`src/rtl/rfs_pkg.sv`:
```
package rfs_pkg;

  typedef enum logic [2:0] {
    MD_PAUSE,
    MD_INIT,
    MD_RUN,
    MD_ENTER,
    MD_LEAVE
  } seq_mode_e;

  typedef enum logic [1:0] {
    EG_IDLE,
    EG_SETUP,
    EG_LOW,
    EG_PRE
  } eng_state_e;

  function automatic int unsigned span_max(input int unsigned a, input int unsigned b);
    return (a > b) ? a : b;
  endfunction

  function automatic int unsigned ctr_bits(input int unsigned limit);
    return (limit < 2) ? 1 : $clog2(limit + 1);
  endfunction

endpackage

```
`src/rtl/rfs_interval_timer.sv`:
```
module rfs_interval_timer
  import rfs_pkg::*;
#(
  parameter int unsigned REFI_CYC = 1950
) (
  input  logic clk,
  input  logic rst_n,
  input  logic run,
  output logic tick
);
  localparam int unsigned TW = ctr_bits(REFI_CYC);
  localparam logic [TW-1:0] LAST = TW'(REFI_CYC - 1);

  logic [TW-1:0] cnt;

  assign tick = run && (cnt == LAST);

  always_ff @(posedge clk or negedge rst_n) begin
    if (!rst_n)      cnt <= '0;
    else if (!run)   cnt <= '0;
    else if (tick)   cnt <= '0;
    else             cnt <= cnt + 1'b1;
  end

  generate
    if (REFI_CYC > 1) begin : g_gap

      tick_gap_chk: assert property (@(posedge clk) disable iff (!rst_n) tick |=> !tick)
        else $error("refresh ticks back to back");
    end
  endgenerate

endmodule

```
`src/rtl/rfs_pending_ctr.sv`:
```
module rfs_pending_ctr
  import rfs_pkg::*;
#(
  parameter int unsigned PEND_MAX = 4
) (
  input  logic clk,
  input  logic rst_n,
  input  logic clr,
  input  logic inc,
  input  logic dec,
  output logic pend_nz,
  output logic ovf
);
  localparam int unsigned PW = ctr_bits(PEND_MAX);
  localparam logic [PW-1:0] FULL = PW'(PEND_MAX);

  logic [PW-1:0] pend;
  logic          full_hit;

  assign pend_nz  = (pend != '0);
  assign full_hit = inc && !dec && !clr && (pend == FULL);

  always_ff @(posedge clk or negedge rst_n) begin
    if (!rst_n) begin
      pend <= '0;
      ovf  <= 1'b0;
    end else begin
      if (full_hit) ovf <= 1'b1;
      if (clr)                               pend <= '0;
      else if (inc && !dec && pend != FULL)  pend <= pend + 1'b1;
      else if (dec && !inc)                  pend <= pend - 1'b1;
    end
  end


  ovf_sticky_chk: assert property (@(posedge clk) disable iff (!rst_n) ovf |=> ovf)
    else $error("overflow flag dropped");


  pend_bound_chk: assert property (@(posedge clk) disable iff (!rst_n) full_hit |=> pend == FULL)
    else $error("pending count left saturation on overflow");

endmodule

```
`src/rtl/rfs_strobe_engine.sv`:
```
module rfs_strobe_engine
  import rfs_pkg::*;
#(
  parameter int unsigned SETUP_CYC    = 2,
  parameter int unsigned LOW_CYC      = 7,
  parameter int unsigned PRE_CYC      = 4,
  parameter int unsigned HOLD_CYC     = 12600,
  parameter int unsigned HOLD_PRE_CYC = 12
) (
  input  logic clk,
  input  logic rst_n,
  input  logic start,
  input  logic self_kind,
  input  logic release_ok,
  output logic busy,
  output logic done,
  output logic ras_n,
  output logic cas_n
);
  localparam int unsigned LONGEST = span_max(span_max(SETUP_CYC, LOW_CYC),
                                    span_max(span_max(PRE_CYC, HOLD_CYC), HOLD_PRE_CYC));
  localparam int unsigned CW = ctr_bits(LONGEST);
  localparam logic [CW-1:0] L_SETUP = CW'(SETUP_CYC - 1);
  localparam logic [CW-1:0] L_LOW   = CW'(LOW_CYC - 1);
  localparam logic [CW-1:0] L_PRE   = CW'(PRE_CYC - 1);
  localparam logic [CW-1:0] L_HOLD  = CW'(HOLD_CYC - 1);
  localparam logic [CW-1:0] L_HPRE  = CW'(HOLD_PRE_CYC - 1);

  eng_state_e    st;
  logic [CW-1:0] cnt;
  logic          hold_q;
  logic          setup_end, low_end, pre_end, hold_full;

  assign hold_full = hold_q && (cnt == L_HOLD);
  assign setup_end = (cnt == L_SETUP);
  assign low_end   = hold_q ? (hold_full && release_ok) : (cnt == L_LOW);
  assign pre_end   = (cnt == (hold_q ? L_HPRE : L_PRE));

  assign busy  = (st != EG_IDLE);
  assign done  = (st == EG_PRE) && pre_end;
  assign ras_n = (st != EG_LOW);
  assign cas_n = !((st == EG_SETUP) || (st == EG_LOW));

  always_ff @(posedge clk or negedge rst_n) begin
    if (!rst_n) begin
      st     <= EG_IDLE;
      cnt    <= '0;
      hold_q <= 1'b0;
    end else begin
      unique case (st)
        EG_IDLE: if (start) begin
          st     <= EG_SETUP;
          cnt    <= '0;
          hold_q <= self_kind;
        end
        EG_SETUP: if (setup_end) begin
          st  <= EG_LOW;
          cnt <= '0;
        end else cnt <= cnt + 1'b1;
        EG_LOW: if (low_end) begin
          st  <= EG_PRE;
          cnt <= '0;
        end else if (!hold_full) cnt <= cnt + 1'b1;
        EG_PRE: if (pre_end) begin
          st  <= EG_IDLE;
          cnt <= '0;
        end else cnt <= cnt + 1'b1;
        default: st <= EG_IDLE;
      endcase
    end
  end


  cas_setup_chk: assert property (@(posedge clk) disable iff (!rst_n)
      $fell(ras_n) |-> (!cas_n && $past(!cas_n)))
    else $error("RAS fell without CAS set up");


  precharge_chk: assert property (@(posedge clk) disable iff (!rst_n) $rose(ras_n) |-> cas_n)
    else $error("CAS still low at RAS precharge");

endmodule

```
`src/rtl/dram_refresh_seq.sv`:
```
module dram_refresh_seq
  import rfs_pkg::*;
#(
  parameter int unsigned PAUSE_CYC    = 25000,
  parameter int unsigned INIT_CYCLES  = 8,
  parameter int unsigned REFI_CYC     = 1950,
  parameter int unsigned PEND_MAX     = 4,
  parameter int unsigned CSR_CYC      = 2,
  parameter int unsigned RAS_LOW_CYC  = 7,
  parameter int unsigned PRE_CYC      = 4,
  parameter int unsigned SELF_MIN_CYC = 12600,
  parameter int unsigned SELF_PRE_CYC = 12,
  parameter int unsigned BURST_ROWS   = 4096
) (
  input  logic clk,
  input  logic rst_n,
  input  logic lp_req,
  input  logic bus_grant,
  output logic bus_req,
  output logic ras_n,
  output logic cas_lo_n,
  output logic cas_hi_n,
  output logic we_n,
  output logic ready,
  output logic pend_ovf
);
  localparam int unsigned PCW = ctr_bits(PAUSE_CYC);
  localparam int unsigned ICW = ctr_bits(INIT_CYCLES);
  localparam int unsigned BCW = ctr_bits(BURST_ROWS);

  seq_mode_e      mode;
  logic [PCW-1:0] pause_cnt;
  logic [ICW-1:0] init_left;
  logic [BCW-1:0] burst_left;
  logic           ready_q;

  logic want, start, self_kind, enter_now, run_mode;
  logic eng_busy, eng_done, eng_ras_n, eng_cas_n;
  logic tick, pend_nz;

  assign run_mode  = (mode == MD_RUN);
  assign enter_now = run_mode && lp_req && !eng_busy;
  assign self_kind = (mode == MD_ENTER) && (burst_left == '0);

  always_comb begin
    unique case (mode)
      MD_PAUSE: want = 1'b0;
      MD_RUN:   want = pend_nz && !lp_req;
      default:  want = 1'b1;
    endcase
  end

  assign start   = want && bus_grant && !eng_busy;
  assign bus_req = want || eng_busy;

  always_ff @(posedge clk or negedge rst_n) begin
    if (!rst_n) begin
      mode       <= MD_PAUSE;
      pause_cnt  <= '0;
      init_left  <= '0;
      burst_left <= '0;
      ready_q    <= 1'b0;
    end else begin
      unique case (mode)
        MD_PAUSE: if (pause_cnt == PCW'(PAUSE_CYC - 1)) begin
          mode      <= MD_INIT;
          init_left <= ICW'(INIT_CYCLES);
        end else pause_cnt <= pause_cnt + 1'b1;
        MD_INIT: if (eng_done) begin
          if (init_left == ICW'(1)) begin
            mode    <= MD_RUN;
            ready_q <= 1'b1;
          end else init_left <= init_left - 1'b1;
        end
        MD_RUN: if (enter_now) begin
          mode       <= MD_ENTER;
          burst_left <= BCW'(BURST_ROWS);
        end
        MD_ENTER: if (eng_done) begin
          if (burst_left == '0) begin
            mode       <= MD_LEAVE;
            burst_left <= BCW'(BURST_ROWS);
          end else burst_left <= burst_left - 1'b1;
        end
        MD_LEAVE: if (eng_done) begin
          if (burst_left == BCW'(1)) mode <= MD_RUN;
          else burst_left <= burst_left - 1'b1;
        end
        default: mode <= MD_PAUSE;
      endcase
    end
  end

  rfs_interval_timer #(.REFI_CYC(REFI_CYC)) u_timer (
    .clk  (clk),
    .rst_n(rst_n),
    .run  (run_mode),
    .tick (tick)
  );

  rfs_pending_ctr #(.PEND_MAX(PEND_MAX)) u_pending (
    .clk    (clk),
    .rst_n  (rst_n),
    .clr    (!run_mode || enter_now),
    .inc    (tick),
    .dec    (eng_done && run_mode),
    .pend_nz(pend_nz),
    .ovf    (pend_ovf)
  );

  rfs_strobe_engine #(
    .SETUP_CYC   (CSR_CYC),
    .LOW_CYC     (RAS_LOW_CYC),
    .PRE_CYC     (PRE_CYC),
    .HOLD_CYC    (SELF_MIN_CYC),
    .HOLD_PRE_CYC(SELF_PRE_CYC)
  ) u_engine (
    .clk       (clk),
    .rst_n     (rst_n),
    .start     (start),
    .self_kind (self_kind),
    .release_ok(!lp_req),
    .busy      (eng_busy),
    .done      (eng_done),
    .ras_n     (eng_ras_n),
    .cas_n     (eng_cas_n)
  );

  assign ras_n    = eng_ras_n;
  assign cas_lo_n = eng_cas_n;
  assign cas_hi_n = eng_cas_n;
  assign we_n     = 1'b1;
  assign ready    = ready_q;


  grant_start_chk: assert property (@(posedge clk) disable iff (!rst_n)
      $fell(cas_lo_n) |-> ($past(bus_grant) && $past(bus_req)))
    else $error("strobes started without grant");


  idle_strobe_chk: assert property (@(posedge clk) disable iff (!rst_n)
      !bus_req |-> (ras_n && cas_lo_n && cas_hi_n))
    else $error("strobe active without bus request");


  ready_hold_chk: assert property (@(posedge clk) disable iff (!rst_n) ready |=> ready)
    else $error("ready fell");

endmodule

```
`config.mk`:
```
export PLATFORM = sky130hd
export DESIGN_NAME = dram_refresh_seq
export DESIGN_NICKNAME = d
export VERILOG_FILES = /design/src/rtl/rfs_pkg.sv /design/src/rtl/rfs_interval_timer.sv /design/src/rtl/rfs_pending_ctr.sv /design/src/rtl/rfs_strobe_engine.sv /design/src/rtl/dram_refresh_seq.sv
export SDC_FILE = /design/constraint.sdc
export NUM_CORES = 1
export LEC_CHECK = 0
export CAP_MARGIN = 20
export CORE_MARGIN = 1
export CORE_UTILIZATION = 50
export DETAILED_ROUTE_END_ITERATION = 6
export MAX_ROUTING_LAYER = met4
export PLACE_DENSITY = 0.69
export SLEW_MARGIN = 20
export SYNTH_ARGS = -nofsm -noshare
export SYNTH_HDL_FRONTEND = slang
export SYNTH_SLANG_ARGS = --single-unit
```
`constraint.sdc`:
```
create_clock -name clk -period 2.3 [get_ports clk]
set_clock_uncertainty 0.15 [all_clocks]
set_input_delay 0.46 -clock clk [delete_from_list [all_inputs] [get_ports clk]]
set_output_delay 0.46 -clock clk [all_outputs]
set_load 0.01 [all_outputs]
```
==> results.tsv <==
metric	value	unit
yosys_warnings	0	
dieArea	0.00847	mm2
htreeDepth	3	
track_usage	0.260	
gr-total-overflow	0	
gp_congestion	0.898	
crit_chain	or4_4 > or4_4 > a22oi_4 > a21oi_4 > a21o_1 > a22o_1	
worstSetupPathDepth	6	
drive_gt1_frac	0.333	
arrival	2.67	ns
rows	32	
cpPeakStageDelay	0.57	ns
io_pins	11	
cts_tree	built	
fin_cells	648	
clock-sinks	68	
post-place-cells	611	
power_frac_seq	0.522	
comb_power_share	0.016	
areaGrowthSynthToFinish	35.6	%
final_common_cell	buf_4	
avgSynthCellArea	9.21	um2
clock_latency	0.36	ns
clkPwrFrac	0.463	
final_area	0.00550	mm2
drv_cap	0	
synth_async_sr_flop_share	1.00	
wl_met2	5.02	mm
utilization	0.707	
ant_nets	0	
tightest_slew	0.601	ns
cp_max_fo	11	
synthCells	440	
grt_pass1_vias	3590	
critPathBufInv	0	
cellLeakagePower	2.45	nW
post-dp-hpwl	6.57	mm
finalSetupViolCount	45	
switching_power	524	uW
cts_root_buf	clkbuf_8	
core-area	0.00777	mm2
cts.path.max_buffers	2	
dr_wl_met3	524	um
status	finished with violations	
final_nets	560	
clk_pin_slew_worst_paths	0.08	ns
worstHoldStart	ready	
synth-seq-cells	68	
worstSetupPathType	reg -> reg	
drc_errors	0	
ys_seq_area_frac	0.420	
critPathLaunch	u_engine.cnt[4]	
syn_nets	459	
slew_headroom	0.596	
synth_ff_type	dfrtp_1	
ir_worst_vdd	0.349	mV
violations	negative setup slack	
wirelength	10.4	mm
post_dp_cell_area	0.00477	mm2
synth_cell_type_count	65	
die_h	92.0	um
final_cell_mix	buf_4, dfrtp_1, nand2_1, nor2_1, nand3_1	
mappedNetlistArea	0.00405	mm2
hold_violations	0	
holdWs	0.349	ns
switching_share	0.229	
rr_startpoint	u_engine.cnt[4]	
period_share	1.12	
start_kind	flop	
top_layer	met4	
start_util	0.522	
hold_class	reg -> reg	
fp.dieW	92.0	um
routed_via_density	5.81	
powerDensity	417	mW/mm2
r2r_cells	6	
total_power	2.29	mW
drt-wirelength-per-cell	16.1	um
first_pass_iters	4	
antenna_found_initial	0	
fin_crit	2.57	ns
synth_edf_count	0	
min_path_cells	1	
drt-initial-drc-count	184	
setup_ws	-0.265	ns
grt_max_degree	53	
wl_met1	4.67	mm
vias	3763	
endpoint_kind	flop	
cts_inserted_buffers	9	
io_buffers	9	
p_int	1.76	mW
slew_violations	0	
max_freq	390	MHz
critPathSlowestCell	or4_4	
antennaDiodeCount	0	
grt_pass1_wl	17.1	mm
setup_tns	-6.59	ns
cp_common_cell	or4_4	
crit_family	simple AND/OR/NAND/NOR gates	
rsz0062_at_grt	yes	
crit_required	2.40	ns
pre_cts_ws	-0.251	ns
## path summary, 6_finish.rpt
kind | to | slack [ns]
worst max register to register | u_engine.cnt[5] | -0.27
worst max-delay path | u_engine.cnt[5] | -0.27
min in group asynchronous | pause_cnt[6] | 0.40
worst min register to register | ready | 0.35
worst min-delay path | ready | 0.35
max in group asynchronous | burst_left[1] | 0.99
## layout make-up
cell class	instances	area (um2)
multi-input combinational	337	2510
fill	572	2270
sequential	68	1700
timing repair buffer	105	873
clock buffer	11	151
tap	102	128
inverter	20	75.1
clock inverter	5	58.8
## worst reg2reg max path: stages, from the launching register on
cell and delay (ns):
dfrtp_1 0.38, or4_4 0.57, or4_4 0.56, a22oi_4 0.29, a21oi_4 0.16, a21o_1 0.18, a22o_1 0.17
## power groups by stage
stage / Sequential [mW] / Clock, mW / Combinational [mW]
after global routing: 1.19 / 1.12 / 0.0423
after CTS: 1.19 / 1.07 / 0.0383
after global placement: 1.22 / 0 / 0.0358
after detailed placement: 1.22 / 0 / 0.0365
final: 1.19 / 1.06 / 0.0357
after floorplan: 1.22 / 0 / 0.00390
## registers in the layout, summed over array words and instances (netlist names)
signal           flops
u_pending.pend       3
u_engine.hold_q      1
burst_left          13
ready                1
init_left            4
u_engine.st          2
pause_cnt           15
u_engine.cnt        14
u_pending.ovf        1
mode                 3
u_timer.cnt         11
## layer usage
| layer | vias to the layer above | global-route usage |
|---|---|---|
| li1 | 1794 | - |
| met1 | 1807 | 0.345 |
| met2 | 134 | 0.403 |
| met3 | 28 | 0.0381 |
| met4 | 0 | 0.102 |
| met5 | - | - |
## synthesized netlist by cell type (2+ instances only)
library cell,n,area (um2)
or4_4,3,33.8
ha_1,14,175
or2_2,4,25.0
o211ai_1,2,15.0
nor4b_1,2,17.5
inv_1,20,75.1
nor2b_1,2,12.5
a21o_1,5,37.5
nand4b_1,2,17.5
o21a_1,3,22.5
nand4_1,10,62.6
nand2_1,46,173
mux2i_1,4,40.0
and2_1,3,18.8
mux2_2,2,22.5
nor2_1,44,165
xnor2_1,9,78.8
nor4_1,8,50.1
and3_1,8,50.1
a21oi_1,8,40.0
buf_6,6,67.6
or4_1,3,22.5
nor3b_1,4,30.0
o311ai_1,2,17.5
buf_4,3,22.5
nand2b_1,3,18.8
buf_2,3,15.0
or3_1,12,75.1
a211oi_1,3,22.5
or3b_2,4,35.0
nand3_1,40,200
dfrtp_1,68,1700
o21ai_0,18,90.1
a22o_1,3,26.3
nor3_1,11,55.1
o31ai_1,8,60.1
o311ai_0,3,26.3
o32a_1,2,20.0
clkbuf_1,4,15.0
xor2_1,15,131
o22ai_1,2,12.5
## repair_timing
| item | CTS | global route |
|---|---|---|
| pin swaps | 23 | 26 |
| endpoints found under the hold margin | 16 | 0 |
| buffers inserted | 14 | 8 |
| cloned | 1 | 1 |
| resized for setup | 57 | 26 |
| hold buffers | 1 | 0 |
| setup endpoints to repair | 51 | 52 |
## cell families (layout without fill, tap and decap cells)
logic type,after synthesis,count (layout),share of synthesized area
AO/OA/AOI/OAI,72,74,0.129
XOR/XNOR,24,24,0.0519
adder cells (fa/ha/maj),15,15,0.0482
buffers and inverters,37,141,0.0516
flip-flops,68,68,0.420
multiplexers,6,6,0.0154
other,1,1,0.000926
AND/OR/NAND/NOR,217,217,0.283
(Power assumes the default switching activity.)
